`src/rtl/aln_pkg.sv`:
```
package aln_pkg;

    localparam int PAT_LEN_D  = 128;
    localparam int DLY_W_D    = 7;
    localparam int MARGIN_D   = 4;
    localparam int ONES_RUN_D = 32;
    localparam int SETTLE_D   = 2;

    typedef enum logic [1:0] {
        ST_IDLE,
        ST_COARSE,
        ST_SKIP,
        ST_SWEEP
    } aln_state_e;

    // one received beat
    typedef struct packed {
        logic vld;
        logic val;
    } rx_beat_t;

    // default expected pattern: 7-stage LFSR (x^7 + x^6 + 1), 128 bits
    function automatic logic [PAT_LEN_D-1:0] gen_prbs();
        logic [PAT_LEN_D-1:0] seq;
        logic [6:0]           lfsr;
        logic                 fb;
        lfsr = 7'h7F;
        seq  = '0;
        for (int i = 0; i < PAT_LEN_D; i++) begin
            seq[i] = lfsr[6];
            fb     = lfsr[6] ^ lfsr[5];
            lfsr   = {lfsr[5:0], fb};
        end
        return seq;
    endfunction

    // low end of the fine window, clamped at zero
    function automatic int win_low(int edge_pos, int margin);
        return (edge_pos > margin) ? edge_pos - margin : 0;
    endfunction

endpackage

```
`src/rtl/aln_edge_finder.sv`:
```
module aln_edge_finder
    import aln_pkg::*;
#(
    parameter int DLY_W = DLY_W_D
)(
    input  logic             clk,
    input  logic             rst,
    input  logic             clr,
    input  logic             en,
    input  rx_beat_t         rx,
    output logic             hit,
    output logic [DLY_W-1:0] pos
);
    logic             seen_zero;
    logic [DLY_W-1:0] cnt;

    assign hit = en && rx.vld && rx.val && seen_zero;
    assign pos = cnt;

    always_ff @(posedge clk) begin
        if (rst || clr) begin
            seen_zero <= 1'b0;
            cnt       <= '0;
        end else if (en && rx.vld && !hit) begin
            if (cnt != {DLY_W{1'b1}})
                cnt <= cnt + DLY_W'(1);
            if (!rx.val)
                seen_zero <= 1'b1;
        end
    end
endmodule

```
`src/rtl/aln_pattern_src.sv`:
```
module aln_pattern_src
    import aln_pkg::*;
#(
    parameter int                 PAT_LEN = PAT_LEN_D,
    parameter logic [PAT_LEN-1:0] PATTERN = gen_prbs(),
    localparam int                PTR_W   = $clog2(PAT_LEN)
)(
    input  logic clk,
    input  logic rst,
    input  logic clr,
    input  logic adv,
    output logic exp_bit
);
    logic [PTR_W-1:0] ptr;

    assign exp_bit = PATTERN[ptr];

    always_ff @(posedge clk) begin
        if (rst || clr)
            ptr <= '0;
        else if (adv)
            ptr <= (ptr == PTR_W'(PAT_LEN - 1)) ? '0 : ptr + PTR_W'(1);
    end
endmodule

```
`src/rtl/aln_mismatch_acc.sv`:
```
module aln_mismatch_acc
    import aln_pkg::*;
#(
    parameter int  PAT_LEN = PAT_LEN_D,
    parameter int  SETTLE  = SETTLE_D,
    localparam int ERR_W   = $clog2(PAT_LEN + 1),
    localparam int SPAN    = SETTLE + PAT_LEN,
    localparam int IDX_W   = $clog2(SPAN)
)(
    input  logic             clk,
    input  logic             rst,
    input  logic             clr,
    input  logic             en,
    input  logic             mism,
    output logic             last,
    output logic [ERR_W-1:0] cand_err
);
    logic [IDX_W-1:0] idx;
    logic [ERR_W-1:0] acc;
    logic             counted;

    generate
        if (SETTLE == 0) begin : g_no_settle
            assign counted = 1'b1;
        end else begin : g_settle
            assign counted = (idx >= IDX_W'(SETTLE));
        end
    endgenerate

    assign last     = en && (idx == IDX_W'(SPAN - 1));
    assign cand_err = acc + ERR_W'(counted && mism);

    always_ff @(posedge clk) begin
        if (rst || clr) begin
            idx <= '0;
            acc <= '0;
        end else if (en) begin
            if (last) begin
                idx <= '0;
                acc <= '0;
            end else begin
                idx <= idx + IDX_W'(1);
                acc <= cand_err;
            end
        end
    end
endmodule

```
`src/rtl/aln_min_keeper.sv`:
```
module aln_min_keeper
    import aln_pkg::*;
#(
    parameter int DLY_W = DLY_W_D,
    parameter int ERR_W = 8
)(
    input  logic             clk,
    input  logic             rst,
    input  logic             clr,
    input  logic             upd,
    input  logic [DLY_W-1:0] cand,
    input  logic [ERR_W-1:0] cand_err,
    output logic [DLY_W-1:0] win_dly,
    output logic [ERR_W-1:0] win_err
);
    logic [DLY_W-1:0] keep_dly;
    logic [ERR_W-1:0] keep_err;
    logic             better;

    // strict compare: on a tie the earlier candidate stays
    assign better  = upd && (cand_err < keep_err);
    assign win_dly = better ? cand : keep_dly;
    assign win_err = better ? cand_err : keep_err;

    always_ff @(posedge clk) begin
        if (rst || clr) begin
            keep_dly <= '0;
            keep_err <= '1;
        end else if (better) begin
            keep_dly <= cand;
            keep_err <= cand_err;
        end
    end
endmodule

```
`src/rtl/bit_aligner.sv`:
```
module bit_aligner
    import aln_pkg::*;
#(
    parameter int                 PAT_LEN  = PAT_LEN_D,
    parameter int                 DLY_W    = DLY_W_D,
    parameter int                 MARGIN   = MARGIN_D,
    parameter int                 ONES_RUN = ONES_RUN_D,
    parameter int                 SETTLE   = SETTLE_D,
    parameter logic [PAT_LEN-1:0] PATTERN  = gen_prbs(),
    localparam int                ERR_W    = $clog2(PAT_LEN + 1)
)(
    input  logic             clk,
    input  logic             rst,
    input  logic             start_i,
    input  logic             bit_vld_i,
    input  logic             bit_i,
    output logic [DLY_W-1:0] dly_sel_o,
    output logic             done_o,
    output logic [DLY_W-1:0] best_dly_o,
    output logic [ERR_W-1:0] best_err_o
);
    localparam int SKIP_N    = ONES_RUN - 1;
    localparam int SKIP_W    = $clog2(ONES_RUN + 1);
    localparam int SKIP_LAST = (SKIP_N > 0) ? SKIP_N - 1 : 0;

    aln_state_e       state;
    rx_beat_t         rx;
    logic [DLY_W-1:0] cand;
    logic [DLY_W-1:0] hi_q;
    logic [SKIP_W-1:0] skip_cnt;

    logic             start_ok;
    logic             edge_hit;
    logic [DLY_W-1:0] edge_pos;
    logic [DLY_W-1:0] lo_new;
    logic             sweep_en;
    logic             sweep_go;
    logic             exp_bit;
    logic             acc_last;
    logic [ERR_W-1:0] cand_err;
    logic [DLY_W-1:0] win_dly;
    logic [ERR_W-1:0] win_err;

    assign rx       = '{vld: bit_vld_i, val: bit_i};
    assign start_ok = (state == ST_IDLE) && start_i;
    assign lo_new   = DLY_W'(win_low(int'(edge_pos), MARGIN));
    assign sweep_en = (state == ST_SWEEP) && rx.vld;
    assign sweep_go = ((state == ST_COARSE) && edge_hit && (SKIP_N == 0)) ||
                      ((state == ST_SKIP) && rx.vld &&
                       (skip_cnt == SKIP_W'(SKIP_LAST)));

    aln_edge_finder #(
        .DLY_W (DLY_W)
    ) u_edge (
        .clk (clk),
        .rst (rst),
        .clr (start_ok),
        .en  (state == ST_COARSE),
        .rx  (rx),
        .hit (edge_hit),
        .pos (edge_pos)
    );

    aln_pattern_src #(
        .PAT_LEN (PAT_LEN),
        .PATTERN (PATTERN)
    ) u_pat (
        .clk     (clk),
        .rst     (rst),
        .clr     (sweep_go),
        .adv     (sweep_en),
        .exp_bit (exp_bit)
    );

    aln_mismatch_acc #(
        .PAT_LEN (PAT_LEN),
        .SETTLE  (SETTLE)
    ) u_acc (
        .clk      (clk),
        .rst      (rst),
        .clr      (sweep_go),
        .en       (sweep_en),
        .mism     (rx.val ^ exp_bit),
        .last     (acc_last),
        .cand_err (cand_err)
    );

    aln_min_keeper #(
        .DLY_W (DLY_W),
        .ERR_W (ERR_W)
    ) u_min (
        .clk      (clk),
        .rst      (rst),
        .clr      (sweep_go),
        .upd      (acc_last),
        .cand     (cand),
        .cand_err (cand_err),
        .win_dly  (win_dly),
        .win_err  (win_err)
    );

    always_ff @(posedge clk) begin
        if (rst) begin
            state      <= ST_IDLE;
            dly_sel_o  <= '0;
            done_o     <= 1'b0;
            best_dly_o <= '0;
            best_err_o <= '0;
            cand       <= '0;
            hi_q       <= '0;
            skip_cnt   <= '0;
        end else begin
            done_o <= 1'b0;
            unique case (state)
                ST_IDLE: begin
                    if (start_i) begin
                        state     <= ST_COARSE;
                        dly_sel_o <= '0;
                    end
                end
                ST_COARSE: begin
                    if (edge_hit) begin
                        cand      <= lo_new;
                        hi_q      <= edge_pos;
                        dly_sel_o <= lo_new;
                        skip_cnt  <= '0;
                        state     <= (SKIP_N == 0) ? ST_SWEEP : ST_SKIP;
                    end
                end
                ST_SKIP: begin
                    if (rx.vld) begin
                        if (sweep_go)
                            state <= ST_SWEEP;
                        else
                            skip_cnt <= skip_cnt + SKIP_W'(1);
                    end
                end
                ST_SWEEP: begin
                    if (acc_last) begin
                        if (cand == hi_q) begin
                            state      <= ST_IDLE;
                            done_o     <= 1'b1;
                            best_dly_o <= win_dly;
                            best_err_o <= win_err;
                            dly_sel_o  <= win_dly;
                        end else begin
                            cand      <= cand + DLY_W'(1);
                            dly_sel_o <= cand + DLY_W'(1);
                        end
                    end
                end
                default: state <= ST_IDLE;
            endcase
        end
    end
endmodule

```
`config.mk`:
```
export PLATFORM = sky130hd
export DESIGN_NAME = bit_aligner
export DESIGN_NICKNAME = d
export VERILOG_FILES = /design/src/rtl/aln_pkg.sv /design/src/rtl/aln_edge_finder.sv /design/src/rtl/aln_pattern_src.sv /design/src/rtl/aln_mismatch_acc.sv /design/src/rtl/aln_min_keeper.sv /design/src/rtl/bit_aligner.sv
export SDC_FILE = /design/constraint.sdc
export NUM_CORES = 1
export LEC_CHECK = 0
export CORE_ASPECT_RATIO = 0.6
export CORE_MARGIN = 3
export CORE_UTILIZATION = 45
export DETAILED_ROUTE_END_ITERATION = 16
export PLACE_DENSITY_LB_ADDON = 0.2
export SLEW_MARGIN = 15
export SYNTH_ARGS = -nofsm -noshare
export SYNTH_HDL_FRONTEND = slang
export SYNTH_SLANG_ARGS = --single-unit
export TNS_END_PERCENT = 10
```
`constraint.sdc`:
```
create_clock -name clk -period 10.65 [get_ports clk]
set_clock_uncertainty 0.15 [all_clocks]
set_input_delay 3.195 -clock clk [delete_from_list [all_inputs] [get_ports clk]]
set_output_delay 3.195 -clock clk [all_outputs]
set_load 0.01 [all_outputs]
```
# Word level (Yosys, flattened, before mapping)
# Memory sizes are Yosys's and may differ from the RTL's. A register that Yosys moved wholly into a read port is not among the register bits.
# Index checks and enable logic that the tools add are counted.
dict set report word_totals {
  ff_bits 91
  romBits 128
  in_bits 5
  out_inout_bits 23
  wordCells 103
  memories 1
}
dict set report classes {
  n_addsub 7
  n_lt_le_gt_ge 4
  eq_ne 16
  muxes 29
  bitwise_logic 4
  n_reduce_logical 27
}
# name depth word_bits read_ports rd_ports_with_merged_regs write_ports line
set mem_list {}
lappend mem_list {{(no name shown)} 128 1 1 1 0 aln_pattern_src.sv:16} ;# assign exp_bit = PATTERN[ptr];
# operator count
set op_table {}
lappend op_table {{7-bit two-way mux} 11}
lappend op_table {{8-bit two-way mux} 3}
lappend op_table {{7-bit by 1-bit adder with 7-bit output (second input constant)} 3}
lappend op_table {{7-bit one-hot mux with 3 select lines} 1}
lappend op_table {{6-bit two-way mux} 3}
lappend op_table {{7-bit one-hot mux with 2 select lines} 1}
lappend op_table {{2-bit two-way mux} 6}
lappend op_table {{6-bit one-hot mux with 2 select lines} 1}
lappend op_table {{4-bit AND reduction} 3}
lappend op_table {{1-bit logical AND} 11}
lappend op_table {{2-bit inequality test (second input constant)} 5}
lappend op_table {{8-bit by 1-bit adder with 8-bit output} 1}
lappend op_table {{8-bit by 1-bit adder with 8-bit output (second input constant)} 1}
lappend op_table {{8-bit == test (second input constant)} 1}
lappend op_table {{8-bit by 2-bit greater-or-equal comparator with 1-bit output (second input constant)} 1}
lappend op_table {{7-bit by 8-bit < comparator with 1-bit output (second input constant)} 1}
lappend op_table {{8-bit < comparator} 1}
lappend op_table {{2-bit one-hot mux with 4 select lines} 1}
lappend op_table {{7-bit == test} 1}
lappend op_table {{7-bit == test (second input constant)} 1}
lappend op_table {{7-bit by 3-bit greater-than comparator with 1-bit output (second input constant)} 1}
lappend op_table {{7-bit inequality test (second input constant)} 1}
lappend op_table {{7-bit by 3-bit subtractor with 7-bit output (second input constant)} 1}
lappend op_table {{6-bit by 1-bit adder with 6-bit output (second input constant)} 1}
lappend op_table {{16 further kinds} 26}

# Longest topological paths before layout
# Gate-level depths: netlist (run 1).
dict set report logic_depth {
  word_depth 11
  ltp_mapped 16
  depth_no_buf 15
}

# Hierarchy
# Synthesis (run 1) repeated with hierarchy kept, for this count alone.
dict set report hier_totals {
  hier_cells 655
  hier_area_um2 5672.9
}
# mod n_inst cells_per_inst area_per_inst_um2 seq_area_each_um2
set by_module_without_submodules {}
lappend by_module_without_submodules {bit_aligner 1 296 2576.2 900.9}
lappend by_module_without_submodules {aln_min_keeper 1 109 965.9 300.3}
lappend by_module_without_submodules {aln_pattern_src 1 109 869.6 160.2}
lappend by_module_without_submodules {aln_mismatch_acc 1 91 854.6 320.3}
lappend by_module_without_submodules {aln_edge_finder 1 50 406.6 160.2}

# Worst setup path after synthesis (run 1)
# Ideal clock, no wire load.
dict set report synth_timing {
  kind {input to register}
  from {input port bit_i}
  to {register dly_sel_o[6]}
  setup_time_ns 0.137
  arrival_ns 5.856
  t_required_ns 10.363
  setup_slack_ns 4.507
  stages 15
  n_path_buf 2
  path_cell_list {clkbuf_1 xnor2_1 a21oi_1 ha_1 ha_1 nand3_1 nor2_1 xor2_1 ha_1 a21o_1 a211o_4 a21o_4 buf_6 a311oi_1 a211oi_1}
}
dict set report synth_via {
  elab_chain_len 9
  word_cells_on_any_way 13
  cone_classes {add/sub (1); order compare (1); eq/ne (1); mux (4); bitwise (1); reduce/logical (5)}
}
# item line
set synth_lines {}
lappend synth_lines {{from (decl)} bit_aligner.sv:16} ;# input logic bit_i,
lappend synth_lines {{1-bit bitwise XOR} bit_aligner.sv:83} ;# .mism (rx.val ^ exp_bit),
lappend synth_lines {{1-bit logical AND} aln_mismatch_acc.sv:31} ;# assign cand_err = acc + ERR_W'(counted && mism);
lappend synth_lines {{8-bit by 1-bit adder with 8-bit output} aln_mismatch_acc.sv:31}
lappend synth_lines {{8-bit < comparator} aln_min_keeper.sv:21} ;# assign better = upd && (cand_err < keep_err);
lappend synth_lines {{1-bit logical AND} aln_min_keeper.sv:21}
lappend synth_lines {{7-bit two-way mux} aln_min_keeper.sv:22} ;# assign win_dly = better ? cand : keep_dly;
lappend synth_lines {{7-bit two-way mux} bit_aligner.sv:140} ;# if (cand == hi_q) begin
lappend synth_lines {{7-bit two-way mux} bit_aligner.sv:139} ;# if (acc_last) begin
lappend synth_lines {{7-bit one-hot mux with 3 select lines} bit_aligner.sv:114} ;# unique case (state)
lappend synth_lines {{to (signal assigned)} bit_aligner.sv:125} ;# dly_sel_o <= lo_new;
lappend synth_lines {{to (signal assigned)} bit_aligner.sv:145} ;# dly_sel_o <= win_dly;
lappend synth_lines {{to (signal assigned)} bit_aligner.sv:148} ;# dly_sel_o <= cand + DLY_W'(1);
lappend synth_lines {{to (decl)} bit_aligner.sv:17} ;# output logic [DLY_W-1:0] dly_sel_o,
# Parallel ways exist; a longest one is shown, timed or not. The select of a mux whose other input is x is not followed.
# A chain may end at the register's enable or synchronous reset.

# Worst setup path after layout (run 1)
dict set report layout_timing {
  from {input port bit_i}
  to {register best_err_o[1]}
}
dict set report layout_via {
  elab_chain_len 6
}
# item line
set layout_lines {}
lappend layout_lines {{1-bit bitwise XOR (*)} bit_aligner.sv:83}
lappend layout_lines {{1-bit logical AND (*)} aln_mismatch_acc.sv:31}
lappend layout_lines {{8-bit by 1-bit adder with 8-bit output (*)} aln_mismatch_acc.sv:31}
lappend layout_lines {{8-bit < comparator} aln_min_keeper.sv:21}
lappend layout_lines {{1-bit logical AND} aln_min_keeper.sv:21}
lappend layout_lines {{8-bit two-way mux (*)} aln_min_keeper.sv:23} ;# assign win_err = better ? cand_err : keep_err;
lappend layout_lines {{to (signal assigned)} bit_aligner.sv:144} ;# best_err_o <= win_err;
lappend layout_lines {{to (decl)} bit_aligner.sv:20} ;# output logic [ERR_W-1:0] best_err_o
# Every way passes the cells marked *; elsewhere a longest branch is shown, timed or not.

==> reports/results.tsv, run 1 <==
stage	metric	value	unit
detailed_routing	Routed WL	12900	µm
timing	max_slew headroom	30.7	%
pwr	Psw	0.275	mW
critical_path	R2R setup slack	6.63	ns
timing	Final setup viols	0	
final_layout	Seq. cell area	0.00184	mm²
placement	GP Congestion	0.895	
cts	Post-CTS Setup Inserts	0	
pwr	switch share	31.6	%
synth	post-synthesis sequential element count	92	
placement	hpwl dp	9400	µm
die	Die ar.	0.0128	mm²
pwr	Int Power	0.597	mW
status	result of the run	finished, final reports clean	
pwr	power share of the combinational group	18.6	%
synth	Syn Area/Cell	8.38	µm²
pwr	Clock power frac	38.0	%
synth	Post-Syn Nets	650	
detailed_routing	met1 WL	6850	µm
synth	ys async rst share	0	%
critical_path	WS Path Type	in2reg	
synth	top_reg_cell synth	dfxtp_1	
timing	Period Utilization, post-route	61.6	%
final_layout	Layout Nets	660	
detailed_routing	via/cell ratio	5.88	
global_route	vias in the first global route	3944	
cts	clk sinks	92	
global_route	GRT Total Usage	20.6	%
final_layout	multi-input logic area	0.00305	mm²
final_layout	filler instances	968	
critical_path	crit start category	input pin	
die	Chip Height	88.8	µm
synth	register area share after synthesis	35.8	%
timing	Slew Viols, Final	0	
die	Ports	28	
critical_path	Critical Path Fanout Max	11	
pwr	Leak	2.27	nW
final_layout	Inserted Diodes	0	
final_layout	Area Growth Syn to Fin	12.6	%
detailed_routing	met2 wire length	4930	µm
cts	Max Buffers Root-to-Sink	2	
cts	clock slew at reported path FFs	0.07	ns
global_route	initial antenna violation count	0	
cts	TritonCTS clock tree	done	
timing	Max Fclk	152	MHz
global_route	remaining global-route overflow	0	
cts	Post-CTS Resized	0	
global_route	wire length of the first global-routing pass	20900	µm
detailed_routing	antenna-violating nets left	0	
synth	EDFF count, synth	0	
detailed_routing	Starting DRT DRC Count	402	
synth	Mapped Cells	613	
die	die width	144	µm
timing	RSZ-0062 raised after global routing	false	
detailed_routing	1st-pass router iterations	5	
synth	post-synthesis cell area	0.00514	mm²
detailed_routing	routed len/inst	16.8	µm
cts	Root Buffer	clkbuf_16	
die	initial core utilization	47.4	%
run	Max Cap Viol	0	
hold_path	worst hold path type	reg2reg	
pwr	power density cells	151	mW/mm²
pwr	Reg power frac	43.3	%
detailed_routing	routed wl met3	962	µm
detailed_routing	via count	4509	
global_route	largest net degree at the start of global routing	45	
placement	IO Port Bufs	27	
critical_path	Critical Path RT	10.71	ns
final_layout	share of cells above drive strength 1	5.57	%
cts	Clock Latency Late Sink	0.34	ns
cts	Post-CTS Hold Buffers	0	
synth	Yosys cell types	62	
timing	Tmin final	6.56	ns
critical_path	Critical Path End Type	flop	
timing	endpoints failing hold	0	
die	# rows	29	
timing	TNS Setup	0	ns
cts	clock buffer count from CTS	9	
cts	H-tree levels	3	
detailed_routing	max layer used	met4	
pwr	Worst VDD drop	91.2	µV
pwr	Pwr Total	0.873	mW
critical_path	crit path DAT	6.62	ns
detailed_routing	Post-route DRC	0	
synth	Yosys warnings	0	
timing	worst-margin pin slew	1.04	ns
die	Placeable Area	0.0108	mm²
logic make-up (layout without fill, tap and decap cells):
logic type / Yosys count / after routing / share of synthesized area [%]
mux: 27 / 27 / 5.28
compound gates: 127 / 127 / 17.8
buf+inv: 61 / 76 / 4.99
fa+ha+maj: 32 / 32 / 7.79
xor+xnor: 39 / 39 / 6.65
flops: 92 / 92 / 35.9
simple gates: 235 / 235 / 21.6
synthesized netlist by cell type (3+ instances only):
cell,n,area [µm²]
a31oi_1,3,18.8
nand2b_1,10,62.6
nand2_1,64,240
nand3_1,25,125
ha_1,32,400
a21oi_1,31,155
nand4_1,10,62.6
o31a_1,4,35.0
a211oi_2,3,37.5
o211ai_1,4,30.0
clkbuf_1,29,109
nor4_1,5,31.3
or3_1,4,25.0
a211oi_1,18,135
dfxtp_1,92,1840
o221ai_1,5,43.8
o21a_1,4,30.0
buf_2,3,15.0
a22oi_1,5,37.5
and3_1,12,75.1
inv_1,27,101
a41oi_1,3,26.3
a21o_1,7,52.6
a311oi_1,3,26.3
nor2_1,74,278
mux2i_1,26,260
nor3_1,15,75.1
o21ai_0,13,65.1
xnor2_1,25,219
o22ai_1,6,37.5
xor2_1,14,123
power groups by stage:
stage	logic [mW]	clock network [mW]	registers [mW]
floorplan	0.128	0	0.372
global placement	0.155	0	0.385
detailed placement	0.157	0	0.385
CTS	0.158	0.338	0.377
global route	0.179	0.356	0.380
finish	0.162	0.332	0.378
metal layers:
| layer | up-vias | GRT usage [%] |
|---|---|---|
| met5 | - | 0 |
| met4 | 0 | 3.93 |
| met3 | 18 | 4.27 |
| met2 | 180 | 28.1 |
| met1 | 2114 | 32.8 |
| li1 | 2197 | - |
metrics by stage:
stage	area, µm²	utilization (%)	hold WS [ns]	worst slack, ns	cells
2_1_floorplan	5140	-	0.299	4.51	613
3_3_place_gp	5470	50.4	0.310	3.79	750
3_5_place_dp	5470	50.4	0.318	3.76	750
4_1_cts	5780	53.3	0.326	4.11	766
5_1_grt	5780	53.3	0.349	3.87	767
6_report	5780	53.3	0.326	4.09	767
cell type report:
cell class | instances | area share [%]
repair buffers | 33 | 5.41
well taps | 139 | 3.01
flip-flops and latches | 92 | 31.8
clock inverters | 7 | 1.41
inverters | 27 | 1.75
multi-input cells | 460 | 52.7
clock buffers | 9 | 3.89
path summary, 6_finish.rpt:
check	end	depth (start not counted)	startpoint
worst max-delay path	best_err_o[1]	14	bit_i
worst min-delay path	hi_q[6]	2	hi_q[6]
worst max register to register	exp_bit	11	state[1]
worst min register to register	hi_q[6]	2	hi_q[6]
sequential cells by signal, summed over array words and instances (netlist names):
register,count
u_acc.acc,8
best_dly_o,7
u_min.keep_dly,7
u_edge.pos,7
dly_sel_o,7
u_edge.seen_zero,1
hi_q,7
cand,7
u_pat.ptr,7
best_err_o,8
state,2
u_acc.idx,8
done_o,1
u_min.keep_err,8
skip_cnt,6
exp_bit,1
layout by cell type, fill, tap and decap left out, drive strengths merged, types with 5 or more instances in the layout:
cell | synthesis | final
nand2b | 10 | 10
nor4 | 5 | 5
o21ai | 13 | 13
xnor2 | 25 | 25
clkdlybuf4s50 | 0 | 27
buf | 5 | 5
a211oi | 21 | 21
nor3 | 16 | 16
nand4 | 10 | 10
inv | 27 | 32
o22ai | 6 | 6
xor2 | 14 | 14
nand3 | 25 | 25
a21oi | 33 | 33
o221ai | 5 | 5
nor2 | 74 | 74
nand2 | 65 | 65
mux2i | 26 | 26
clkbuf | 29 | 10
ha | 32 | 32
a22oi | 5 | 5
and3 | 12 | 12
a21o | 8 | 8
dfxtp | 92 | 92
worst max-delay path, cell delays in order:
cell and delay (ns):
clkdlybuf4s50_1 0.50, xnor2_1 0.17, a21oi_1 0.13, ha_1 0.20, and3_1 0.16, nand3_1 0.11, xnor2_1 0.31, ha_1 0.31
a21o_1 0.16, a21o_1 0.18, a211o_4 0.37, a21oi_4 0.39, mux2i_1 0.33, a211oi_2 0.10
(Power assumes the default switching activity.)
==> inputs of run 2 (changes only) <==
==> constraint.sdc (replaced) <==
create_clock -name clk -period 6.8 [get_ports clk]
set_clock_uncertainty 0.15 [all_clocks]
set_input_delay 2.04 -clock clk [delete_from_list [all_inputs] [get_ports clk]]
set_output_delay 2.04 -clock clk [all_outputs]
set_load 0.01 [all_outputs]
==> run 2 against run 1 <==
  * Clock power grew 50%
  * Wire length up 2.8%
  * Combinational power grew 59%
  * Die area stayed put
  * Design area unchanged
  * Global-route usage rose by 1.0 points
  * Sequential share of layout area did not move
  * Largest cell class unchanged
==> reports/results.tsv, run 2 (synthesis results as in run 1) <==
stage	metric	value	unit
cts	Post-CTS Resized	0	
critical_path	slowest stage cell, crit path	clkdlybuf4s50_1	
detailed_routing	via count	4516	
detailed_routing	Post-route DRC	0	
final_layout	share of cells above drive strength 1	5.86	%
critical_path	crit path DAT	5.54	ns
placement	hpwl dp	9640	µm
global_route	wire length of the first global-routing pass	21600	µm
detailed_routing	antenna-violating nets left	0	
pwr	Pwr Total	1.35	mW
critical_path	crit start category	input pin	
cts	clock buffer count from CTS	9	
critical_path	most used cell, CP	ha_1	
timing	Max Fclk	183	MHz
final_layout	Inserted Diodes	0	
final_layout	filler instances	991	
timing	endpoints failing hold	0	
placement	IO Port Bufs	27	
final_layout	commonest non-fill, non-tap cell in the layout	dfxtp_1	
detailed_routing	1st-pass router iterations	6	
cts	Root Buffer	clkbuf_16	
final_layout	Area Growth Syn to Fin	12.6	%
die	Die ar.	0.0128	mm²
die	Placeable Area	0.0108	mm²
global_route	GRT Total Usage	21.6	%
status	result of the run	finished, final reports clean	
final_layout	fin util	53.3	%
cts	Post-CTS Setup Inserts	0	
hold_path	worst hold path type	reg2reg	
timing	Period Utilization, post-route	80.5	%
final_layout	Layout Nets	663	
cts	Clock Latency Late Sink	0.35	ns
critical_path	critical path's largest stage delay	0.50	ns
cts	TritonCTS clock tree	done	
cts	clk sinks	92	
die	# rows	29	
cts	H-tree levels	3	
die	Chip Height	88.8	µm
die	die width	144	µm
placement	placed insts	753	
detailed_routing	Starting DRT DRC Count	514	
timing	Final setup viols	0	
detailed_routing	via/cell ratio	5.86	
critical_path	WS Path Type	in2reg	
timing	worst-margin pin slew	1.08	ns
critical_path	CP cell instances	clkdlybuf4s50_1 -> xnor2_1 -> a21oi_1 -> ha_1 -> ha_1 -> nand3_1 -> nor2_1 -> xor2_1 -> ha_1 -> a21o_1 -> a211o_4 -> a21oi_4 -> mux2i_1 -> a211oi_2	
placement	GP Congestion	0.859	
cts	Max Buffers Root-to-Sink	2	
cts	clock slew at reported path FFs	0.07	ns
cts	Post-CTS Hold Buffers	0	
final_layout	Post-Layout Cell Count	770	
global_route	vias in the first global route	4015	
timing	Tmin final	5.48	ns
pwr	Leak	2.29	nW
final_layout	commonest cells after routing, fill and taps aside	dfxtp_1 (92), nor2_1 (74), nand2_1 (64), ha_1 (32), a21oi_1 (31)	
run	Max Cap Viol	0	
die	initial core utilization	47.4	%
pwr	Worst VDD drop	150	µV
timing	Slew Viols, Final	0	
timing	TNS Setup	0	ns
die	Ports	28	
detailed_routing	routed len/inst	17.2	µm
timing	RSZ-0062 raised after global routing	false	
critical_path	Critical Path Fanout Max	11	
pwr	power density cells	233	mW/mm²
global_route	initial antenna violation count	0	
timing	max_slew headroom	27.7	%
detailed_routing	Routed WL	13200	µm
critical_path	Critical Path End Type	flop	
global_route	largest net degree at the start of global routing	44	
global_route	remaining global-route overflow	0	
critical_path	Critical Path RT	6.86	ns
-- run 2: critical path: cells and delay by family --
kind                     cells  cell delay (ns)
AO/OA/AOI/OAI                5             1.17
adder cells (fa/ha/maj)      3             0.75
buffers and inverters        1             0.50
XOR/XNOR                     2             0.44
multiplexers                 1             0.34
AND/OR/NAND/NOR              2             0.29
-- run 2: power by group --
part           leakage [nW]  switching (mW)  internal [mW]
logic                  1.40           0.170         0.0881
clock network         0.145           0.240          0.259
registers             0.742          0.0358          0.556
-- run 2: through the flow --
| step | worst slack [ns] | instance area [µm²] | hold slack (ns) |
|---|---|---|---|
| 6_report | 1.32 | 5780 | 0.325 |
| 5_1_grt | 1.13 | 5780 | 0.354 |
| 4_1_cts | 1.38 | 5780 | 0.324 |
| 3_5_place_dp | 1.04 | 5490 | 0.315 |
| 3_3_place_gp | 1.11 | 5490 | 0.313 |
| 2_1_floorplan | 1.81 | 5140 | 0.299 |
-- run 2: path summary, 6_finish.rpt --
check	start	to	slack (ns)	cells after the start
max	bit_i	best_err_o[1]	1.32	14
min	hi_q[6]	hi_q[6]	0.33	2
max reg2reg	u_acc.idx[3]	best_err_o[1]	2.75	14
min reg2reg	hi_q[6]	hi_q[6]	0.33	2
-- run 2: cell type report --
cell class,count,area [µm²],share of cell area [%]
Clock inverter,7,66.3,1.15
Inverter,27,101,1.75
Timing Repair Buffer,36,335,5.80
Tap cell,139,174,3.01
Clock buffer,9,225,3.89
Multi-Input combinational cell,460,3040,52.6
Sequential cell,92,1840,31.8
-- run 2: routing by layer --
layer  vias to the layer above  global-route usage, %  wire length (µm)
met1                      2124                   34.6              6990
met4                         0                   5.73               125
met2                       182                   28.4              5050
met3                        12                   4.59              1080
met5                         -                      0                 0
li1                       2198                      -                 -
